--- config.mk ---
export PLATFORM = sky130hd
export DESIGN_NAME = lsc_core
export DESIGN_NICKNAME = d
export VERILOG_FILES = /design/src/rtl/lsc_pkg.sv /design/src/rtl/lsc_regfile.sv /design/src/rtl/lsc_alu.sv /design/src/rtl/lsc_core.sv
export SDC_FILE = /design/constraint.sdc
export NUM_CORES = 2
export LEC_CHECK = 0
export ABC_AREA = 0
export BUFFER_PORTS_ARGS = -buffer_cell sky130_fd_sc_hd__buf_2
export CORE_UTILIZATION = 63
export CTS_CLUSTER_SIZE = 25
export DETAILED_ROUTE_END_ITERATION = 12
export GPL_TIMING_DRIVEN = 0
export MAX_ROUTING_LAYER = met4
export PLACE_DENSITY_LB_ADDON = 0.3
export SLEW_MARGIN = 10
export SYNTH_ARGS = -nofsm -noshare
export SYNTH_HDL_FRONTEND = slang
export SYNTH_SLANG_ARGS = --single-unit
export TNS_END_PERCENT = 10
--- constraint.sdc ---
create_clock -name clk_i -period 10.12 [get_ports clk_i]
set_clock_uncertainty 0.15 [all_clocks]
set_input_delay 0.506 -clock clk_i [delete_from_list [all_inputs] [get_ports clk_i]]
set_output_delay 0.506 -clock clk_i [all_outputs]
set_load 0.02 [all_outputs]
--- src/rtl/lsc_pkg.sv ---
package lsc_pkg;
  typedef enum logic [3:0] {
    OP_LDR, OP_STR, OP_ADD, OP_SUB, OP_MOV, OP_CMP, OP_B, OP_BEQ,
    OP_BNE, OP_BGT, OP_BLT, OP_AND, OP_ORR, OP_EOR, OP_MVN, OP_EXT
  } op_e;

  localparam logic [1:0] EXT_LSL = 2'd0;
  localparam logic [1:0] EXT_LSR = 2'd1;

  typedef struct packed {
    op_e         op;
    logic        imm;
    logic [3:0]  rd;
    logic [3:0]  rn;
    logic [3:0]  rm;
    logic [14:0] field;
  } instr_t;
endpackage

--- src/rtl/lsc_regfile.sv ---
module lsc_regfile #(
  parameter int DATA_W = 16,
  parameter int NREG   = 13
) (
  input  logic              clk_i,
  input  logic              rst_ni,
  input  logic              we_i,
  input  logic [3:0]        wa_i,
  input  logic [DATA_W-1:0] wd_i,
  input  logic [3:0]        ra_a_i,
  input  logic [3:0]        ra_b_i,
  input  logic [3:0]        ra_c_i,
  input  logic [3:0]        ra_d_i,
  output logic [DATA_W-1:0] rd_a_o,
  output logic [DATA_W-1:0] rd_b_o,
  output logic [DATA_W-1:0] rd_c_o,
  output logic [DATA_W-1:0] rd_d_o
);
  localparam int SLOTS = 16;

  logic [DATA_W-1:0] rf [SLOTS];

  for (genvar g = 0; g < SLOTS; g++) begin : g_slot
    if (g < NREG) begin : g_real
      always_ff @(posedge clk_i or negedge rst_ni) begin
        if (!rst_ni)                     rf[g] <= '0;
        else if (we_i && wa_i == 4'(g))  rf[g] <= wd_i;
      end
    end else begin : g_zero
      assign rf[g] = '0;
    end
  end

  assign rd_a_o = rf[ra_a_i];
  assign rd_b_o = rf[ra_b_i];
  assign rd_c_o = rf[ra_c_i];
  assign rd_d_o = rf[ra_d_i];
endmodule

--- src/rtl/lsc_alu.sv ---
module lsc_alu
  import lsc_pkg::*;
#(
  parameter int DATA_W = 16
) (
  input  op_e               op_i,
  input  logic [1:0]        ext_i,
  input  logic [DATA_W-1:0] a_i,
  input  logic [DATA_W-1:0] b_i,
  output logic [DATA_W-1:0] y_o
);
  always_comb begin
    unique case (op_i)
      OP_ADD:  y_o = a_i + b_i;
      OP_SUB:  y_o = a_i - b_i;
      OP_MOV:  y_o = b_i;
      OP_AND:  y_o = a_i & b_i;
      OP_ORR:  y_o = a_i | b_i;
      OP_EOR:  y_o = a_i ^ b_i;
      OP_MVN:  y_o = ~b_i;
      OP_EXT:  y_o = (ext_i == EXT_LSL) ? (a_i << b_i) : (a_i >> b_i);
      default: y_o = '0;
    endcase
  end
endmodule

--- src/rtl/lsc_core.sv ---
module lsc_core
  import lsc_pkg::*;
#(
  parameter int DATA_W     = 16,
  parameter int IMEM_DEPTH = 64,
  parameter int DMEM_DEPTH = 64,
  parameter int NREG       = 13
) (
  input  logic                          clk_i,
  input  logic                          rst_ni,
  input  logic                          imem_we_i,
  input  logic [$clog2(IMEM_DEPTH)-1:0] imem_addr_i,
  input  logic [31:0]                   imem_wdata_i,
  input  logic [3:0]                    dbg_reg_sel_i,
  output logic [DATA_W-1:0]             dbg_reg_o,
  input  logic [$clog2(DMEM_DEPTH)-1:0] dbg_mem_addr_i,
  output logic [DATA_W-1:0]             dbg_mem_o,
  output logic [$clog2(IMEM_DEPTH)-1:0] pc_o,
  output logic                          halted_o
);
  localparam int IA_W = $clog2(IMEM_DEPTH);
  localparam int DA_W = $clog2(DMEM_DEPTH);

  logic [31:0]       imem [IMEM_DEPTH];
  logic [DATA_W-1:0] dmem [DMEM_DEPTH];

  logic [IA_W-1:0]   pc_q;
  logic              halted_q;
  logic              eq_q, gt_q, lt_q;

  instr_t            ins;
  logic [DATA_W-1:0] rn_val, rm_val, rd_val, opnd, alu_y, wr_data;
  logic [1:0]        ext_sel;
  logic              is_hlt, br_take, rf_we;
  logic [IA_W-1:0]   br_target;
  logic [DA_W-1:0]   mem_addr;

  always_ff @(posedge clk_i) begin
    if (imem_we_i) imem[imem_addr_i] <= imem_wdata_i;
  end

  assign ins       = instr_t'(imem[pc_q]);
  assign ext_sel   = ins.field[14:13];
  assign is_hlt    = (ins.op == OP_EXT) && ext_sel[1];
  assign br_target = ins.field[IA_W-1:0];
  assign mem_addr  = ins.field[DA_W-1:0];

  lsc_regfile #(.DATA_W(DATA_W), .NREG(NREG)) u_rf (
    .clk_i  (clk_i),
    .rst_ni (rst_ni),
    .we_i   (rf_we),
    .wa_i   (ins.rd),
    .wd_i   (wr_data),
    .ra_a_i (ins.rn),
    .ra_b_i (ins.rm),
    .ra_c_i (ins.rd),
    .ra_d_i (dbg_reg_sel_i),
    .rd_a_o (rn_val),
    .rd_b_o (rm_val),
    .rd_c_o (rd_val),
    .rd_d_o (dbg_reg_o)
  );

  always_comb begin
    if (!ins.imm)              opnd = rm_val;
    else if (ins.op == OP_EXT) opnd = DATA_W'(ins.field[12:0]);
    else                       opnd = DATA_W'(ins.field);
  end

  lsc_alu #(.DATA_W(DATA_W)) u_alu (
    .op_i  (ins.op),
    .ext_i (ext_sel),
    .a_i   (rn_val),
    .b_i   (opnd),
    .y_o   (alu_y)
  );

  assign wr_data = (ins.op == OP_LDR) ? dmem[mem_addr] : alu_y;

  always_comb begin
    unique case (ins.op)
      OP_LDR, OP_ADD, OP_SUB, OP_MOV,
      OP_AND, OP_ORR, OP_EOR, OP_MVN: rf_we = !halted_q;
      OP_EXT:                         rf_we = !halted_q && !ext_sel[1];
      default:                        rf_we = 1'b0;
    endcase
  end

  always_comb begin
    unique case (ins.op)
      OP_B:    br_take = 1'b1;
      OP_BEQ:  br_take = eq_q;
      OP_BNE:  br_take = !eq_q;
      OP_BGT:  br_take = gt_q;
      OP_BLT:  br_take = lt_q;
      default: br_take = 1'b0;
    endcase
  end

  always_ff @(posedge clk_i) begin
    if (!halted_q && ins.op == OP_STR) dmem[mem_addr] <= rd_val;
  end

  always_ff @(posedge clk_i or negedge rst_ni) begin
    if (!rst_ni) begin
      pc_q     <= '0;
      halted_q <= 1'b0;
      eq_q     <= 1'b0;
      gt_q     <= 1'b0;
      lt_q     <= 1'b0;
    end else if (!halted_q) begin
      if (is_hlt)       halted_q <= 1'b1;
      else if (br_take) pc_q     <= br_target;
      else              pc_q     <= pc_q + 1'b1;
      if (ins.op == OP_CMP) begin
        eq_q <= (rn_val == opnd);
        gt_q <= (rn_val >  opnd);
        lt_q <= (rn_val <  opnd);
      end
    end
  end

  assign dbg_mem_o = dmem[dbg_mem_addr_i];
  assign pc_o      = pc_q;
  assign halted_o  = halted_q;
endmodule

==> metrics.yaml, run 1 <==
logic_synthesis:
  ys.flop_type: "edfxtp_1"
  synth_top_cells_by_area: "edfxtp_1 (64%), mux4_2 (15%), dfrtp_1 (3.8%), mux2i_1 (2.0%), mux2_2 (1.7%)"
  synth_commonest_cells: "edfxtp_1 (3,072), mux4_2 (976), mux2i_1 (279), clkbuf_1 (275), a22oi_1 (274)"
  synth_nets: 7881
  yosysWarnings: 0
  yosysMostFrequentCell: "edfxtp_1"
  synthesis.area_um2: 143000
  synth_edf_count: 3072
  synth-async-reset-ratio_pct: 6.63
  synth_top_area_share_pct: 64.4
  synth_top_cell_by_area: "edfxtp_1"
  synthCells: 7779
  yosysUniqueCellTypes: 92
  avgSynthCellArea_um2: 18.4
  ys_seq_area_share_pct: 68.2
  ys_ff_latch: 3290
placement:
  io_buffers: 77
  placed_cell_area_um2: 153000
  dp_hpwl_um: 435000
  dp_slack_ns: -2.64
  gp_congestion: 1.12
run_status:
  tool.error: "[ERROR DPL-0033] detailed placement checks failed during check placement."
  outcome: "aborted with a tool error"
  failed_stage: "4_1_cts"
clock_network:
  cts-root-buf: "clkbuf_16"
  cts-htree-levels: 5
  clock-sinks: 3290
  cts_resized: 239
  cts_buffers: 341
  clock_path_buffers: 4
  cts_setup_buffers: 28
  ctsHoldBuffers: 2
floorplanning:
  start_util_pct: 63.5
  ios: 90
  die_w_um: 479
  rows: 174
  die_h_um: 479
-- cell families after synthesis --
group | synth area share (%)
multiplexers | 19.2
adder cells (fa/ha/maj) | 0.456
AND/OR/NAND/NOR | 3.13
buffers and inverters | 2.11
AO/OA/AOI/OAI | 6.87
XOR/XNOR | 0.0306
flip-flops | 68.2
-- per-stage QoR --
step                util, %  instances  hold slack (ns)   TNS, ns
global placement       65.4      10800            0.339  -8713.19
floorplan                 -       7779           0.0604         0
detailed placement     68.1      11100            0.270  -2434.72
==> run 2, diff against run 1 <==
- CORE_UTILIZATION: 63 -> 40
- CTS_CLUSTER_SIZE: 25 -> not set
- MAX_ROUTING_LAYER: met4 -> not set
- PLACE_DENSITY_LB_ADDON: 0.3 -> 0.15
==> metrics.yaml, run 2 <==
run_status:
  outcome: "finished, violations left"
  violations: "design-rule violations, max-capacitance violations, max-slew violations, negative setup slack"
grt:
  gr-total-overflow: 0
  grt_pass1_wl_um: 846000
  grt_max_degree: 85
  grt_pass1_vias: 89200
  antenna_found_initial: 65
  grt.total_usage_pct: 35.6
placement:
  dp_hpwl_um: 454000  # +4.3%
  placed_cell_area_um2: 157000  # +2.1%
  dp_slack_ns: -3.06  # -0.422 ns
  gp_congestion: 1.03  # -8.0%
  io_buffers: 77  # unchanged
logic_synthesis:
  avgSynthCellArea_um2: 18.4  # unchanged
  synth-async-reset-ratio_pct: 6.63  # unchanged
  ys_ff_latch: 3290  # unchanged
  synth_top_area_share_pct: 64.4  # unchanged
  synth_top_cells_by_area: "edfxtp_1 (64%), mux4_2 (15%), dfrtp_1 (3.8%), mux2i_1 (2.0%), mux2_2 (1.7%)"
  synthesis.area_um2: 143000  # unchanged
  synth_commonest_cells: "edfxtp_1 (3,072), mux4_2 (976), mux2i_1 (279), clkbuf_1 (275), a22oi_1 (274)"
  yosysMostFrequentCell: "edfxtp_1"
  synthCells: 7779  # unchanged
  synth_edf_count: 3072  # unchanged
  synth_nets: 7881  # unchanged
  yosysUniqueCellTypes: 92  # unchanged
  ys.flop_type: "edfxtp_1"
  ys_seq_area_share_pct: 68.2  # unchanged
  synth_top_cell_by_area: "edfxtp_1"
  yosysWarnings: 0  # unchanged
floorplanning:
  ios: 90  # unchanged
  die_w_um: 600  # +25%
  rows: 219  # +26%
  dieArea_um2: 360000
  start_util_pct: 40.2  # -23 points
  core_um2: 356000
  die_h_um: 600  # +25%
sta:
  finalSetupViolations: 356
  fmax_ghz: 0.0947
  fin_crit_ns: 10.56
  relSlewSlack_pct: -0.339
  hold_viol: 0
  tightest_slew_ns: 1.51
  rsz0062_at_grt: "yes"
  final.setup.worst_slack_ns: -0.444
  period_share_pct: 104
  slew_violations: 10
routing:
  firstDrtPassIters: 12
  vias: 94100
  drt_wl_total_um: 648000
  wl_per_cell_um: 47.5
  drtIter0Drc: 16300
  viasPerCell: 6.89
  drcViolationCount: 12
  ant_nets: 0
cells_and_area:
  mostFrequentLayoutCell: "edfxtp_1"
  final_cell_mix: "edfxtp_1 (3,072), mux4_2 (976), clkbuf_16 (369)"
  final_core_util_pct: 47.7
  multi_input_area_um2: 44100
  nets: 8659
  syn2layout_area_growth_pct: 18.6
  fillers: 29600
  largest_register: "imem"
  largest_reg_flops: 2048
  final_cell_area_um2: 170000
  drive_gt1_share_pct: 31.3
  largestRegisters: "imem x2048, dmem x1024, u_rf.rf x208"
  seqCellArea_um2: 97700
worst_setup_path:
  worstPathMaxFanout: 12
  max_stage_delay_ns: 1.05
  path_buf_inv: 9
  path_class: "reg -> reg"
  worst_ep_required_time_ns: 10.60
  timing.rr.start: "pc_o[3]"
  cp-startpoint: "pc_o[3]"
  cp.arrival_ns: 11.05
  cp_cell_sequence: "and2_1, clkbuf_1, clkbuf_1, buf_1, a22oi_1, a21boi_0, a211o_1, nand3_2, nor2_4, buf_4, buf_4, buf_4, buf_2, buf_2, nand2_1, nor2_2, buf_8"
  cp-end-kind: "register"
  critical_path.most_common_cell: "buf_4"
  critical-path-top-delay-family: "buffers and inverters"
  crit_path_top_delay_cell: "clkbuf_1"
  start_kind: "register"
min_path:
  min_from: "imem_wdata_i[12]"
  hold_class: "in -> reg"
clock_network:
  clk_pin_slew_ns: 0.06
  clock_path_buffers: 4  # unchanged
  cts-root-buf: "clkbuf_16"
  clock-sinks: 3290  # unchanged
  cts-htree-levels: 5  # unchanged
  cts_tree: "yes"
  insertion_delay_ns: 0.98
  cts_buffers: 364  # +6.7%
run:
  drv_cap: 1
run 2: cell counts after synthesis:
No cell type changed its count.
run 2: worst paths after layout:
check | cells after the start | to | slack [ns]
worst max-delay path | 17 | dmem[14][10] | -0.44
min in group asynchronous | 3 | u_rf.rf[166] | 0.56
max in group asynchronous | 4 | u_rf.rf[70] | 8.32
worst min register to register | 1 | gt_q | 0.37
worst min-delay path | 1 | imem[63][12] | 0.11
worst max register to register | 17 | dmem[14][10] | -0.44
run 2: cell families after synthesis:
group / share of synthesized area, %
flops: 68.2
mux: 19.2
xor+xnor: 0.0306
buf+inv: 2.11
simple gates: 3.13
fa+ha+maj: 0.456
compound gates: 6.87
run 2: routing by layer:
metal	GRT usage (%)	up-vias	share of wire, %
li1	-	34600	-
met5	0	-	0.034
met4	20.2	32	6.7
met1	47.6	50500	38
met3	9.78	1662	12
met2	52.4	7258	44
run 2: through the flow:
stage                     hold slack (ns)  instances  TNS (ns)
final                               0.112      13600    -64.00
after global routing                0.139      13600     -2.48
after CTS                          0.0433      13600         0
after detailed placement            0.359      12900  -2981.92
after global placement              0.340      12600         -
after floorplan                    0.0604       7779         0
run 2: timing repair:
item                       4_1_cts  5_1_grt
hold buffers                     3        1
resized for setup              237       45
setup endpoints to repair     2131      229
buffers inserted                22       14
pin swaps                       15        6
hold endpoints to repair       218       15
run 2: final cells by class:
cell class / count / area share (%)
sequential: 3290 / 57.6
multi-input combinational: 3836 / 26.0
clock buffer: 446 / 5.65
timing repair buffer: 419 / 3.94
tap: 4751 / 3.50
buffer: 562 / 1.85
clock inverter: 218 / 1.25
inverter: 84 / 0.186
antenna: 43 / 0.0634
Power of run 2 is left out: the tool's default activity adds up to more than one toggle a clock period on the data nets, which glitch-free logic cannot reach.
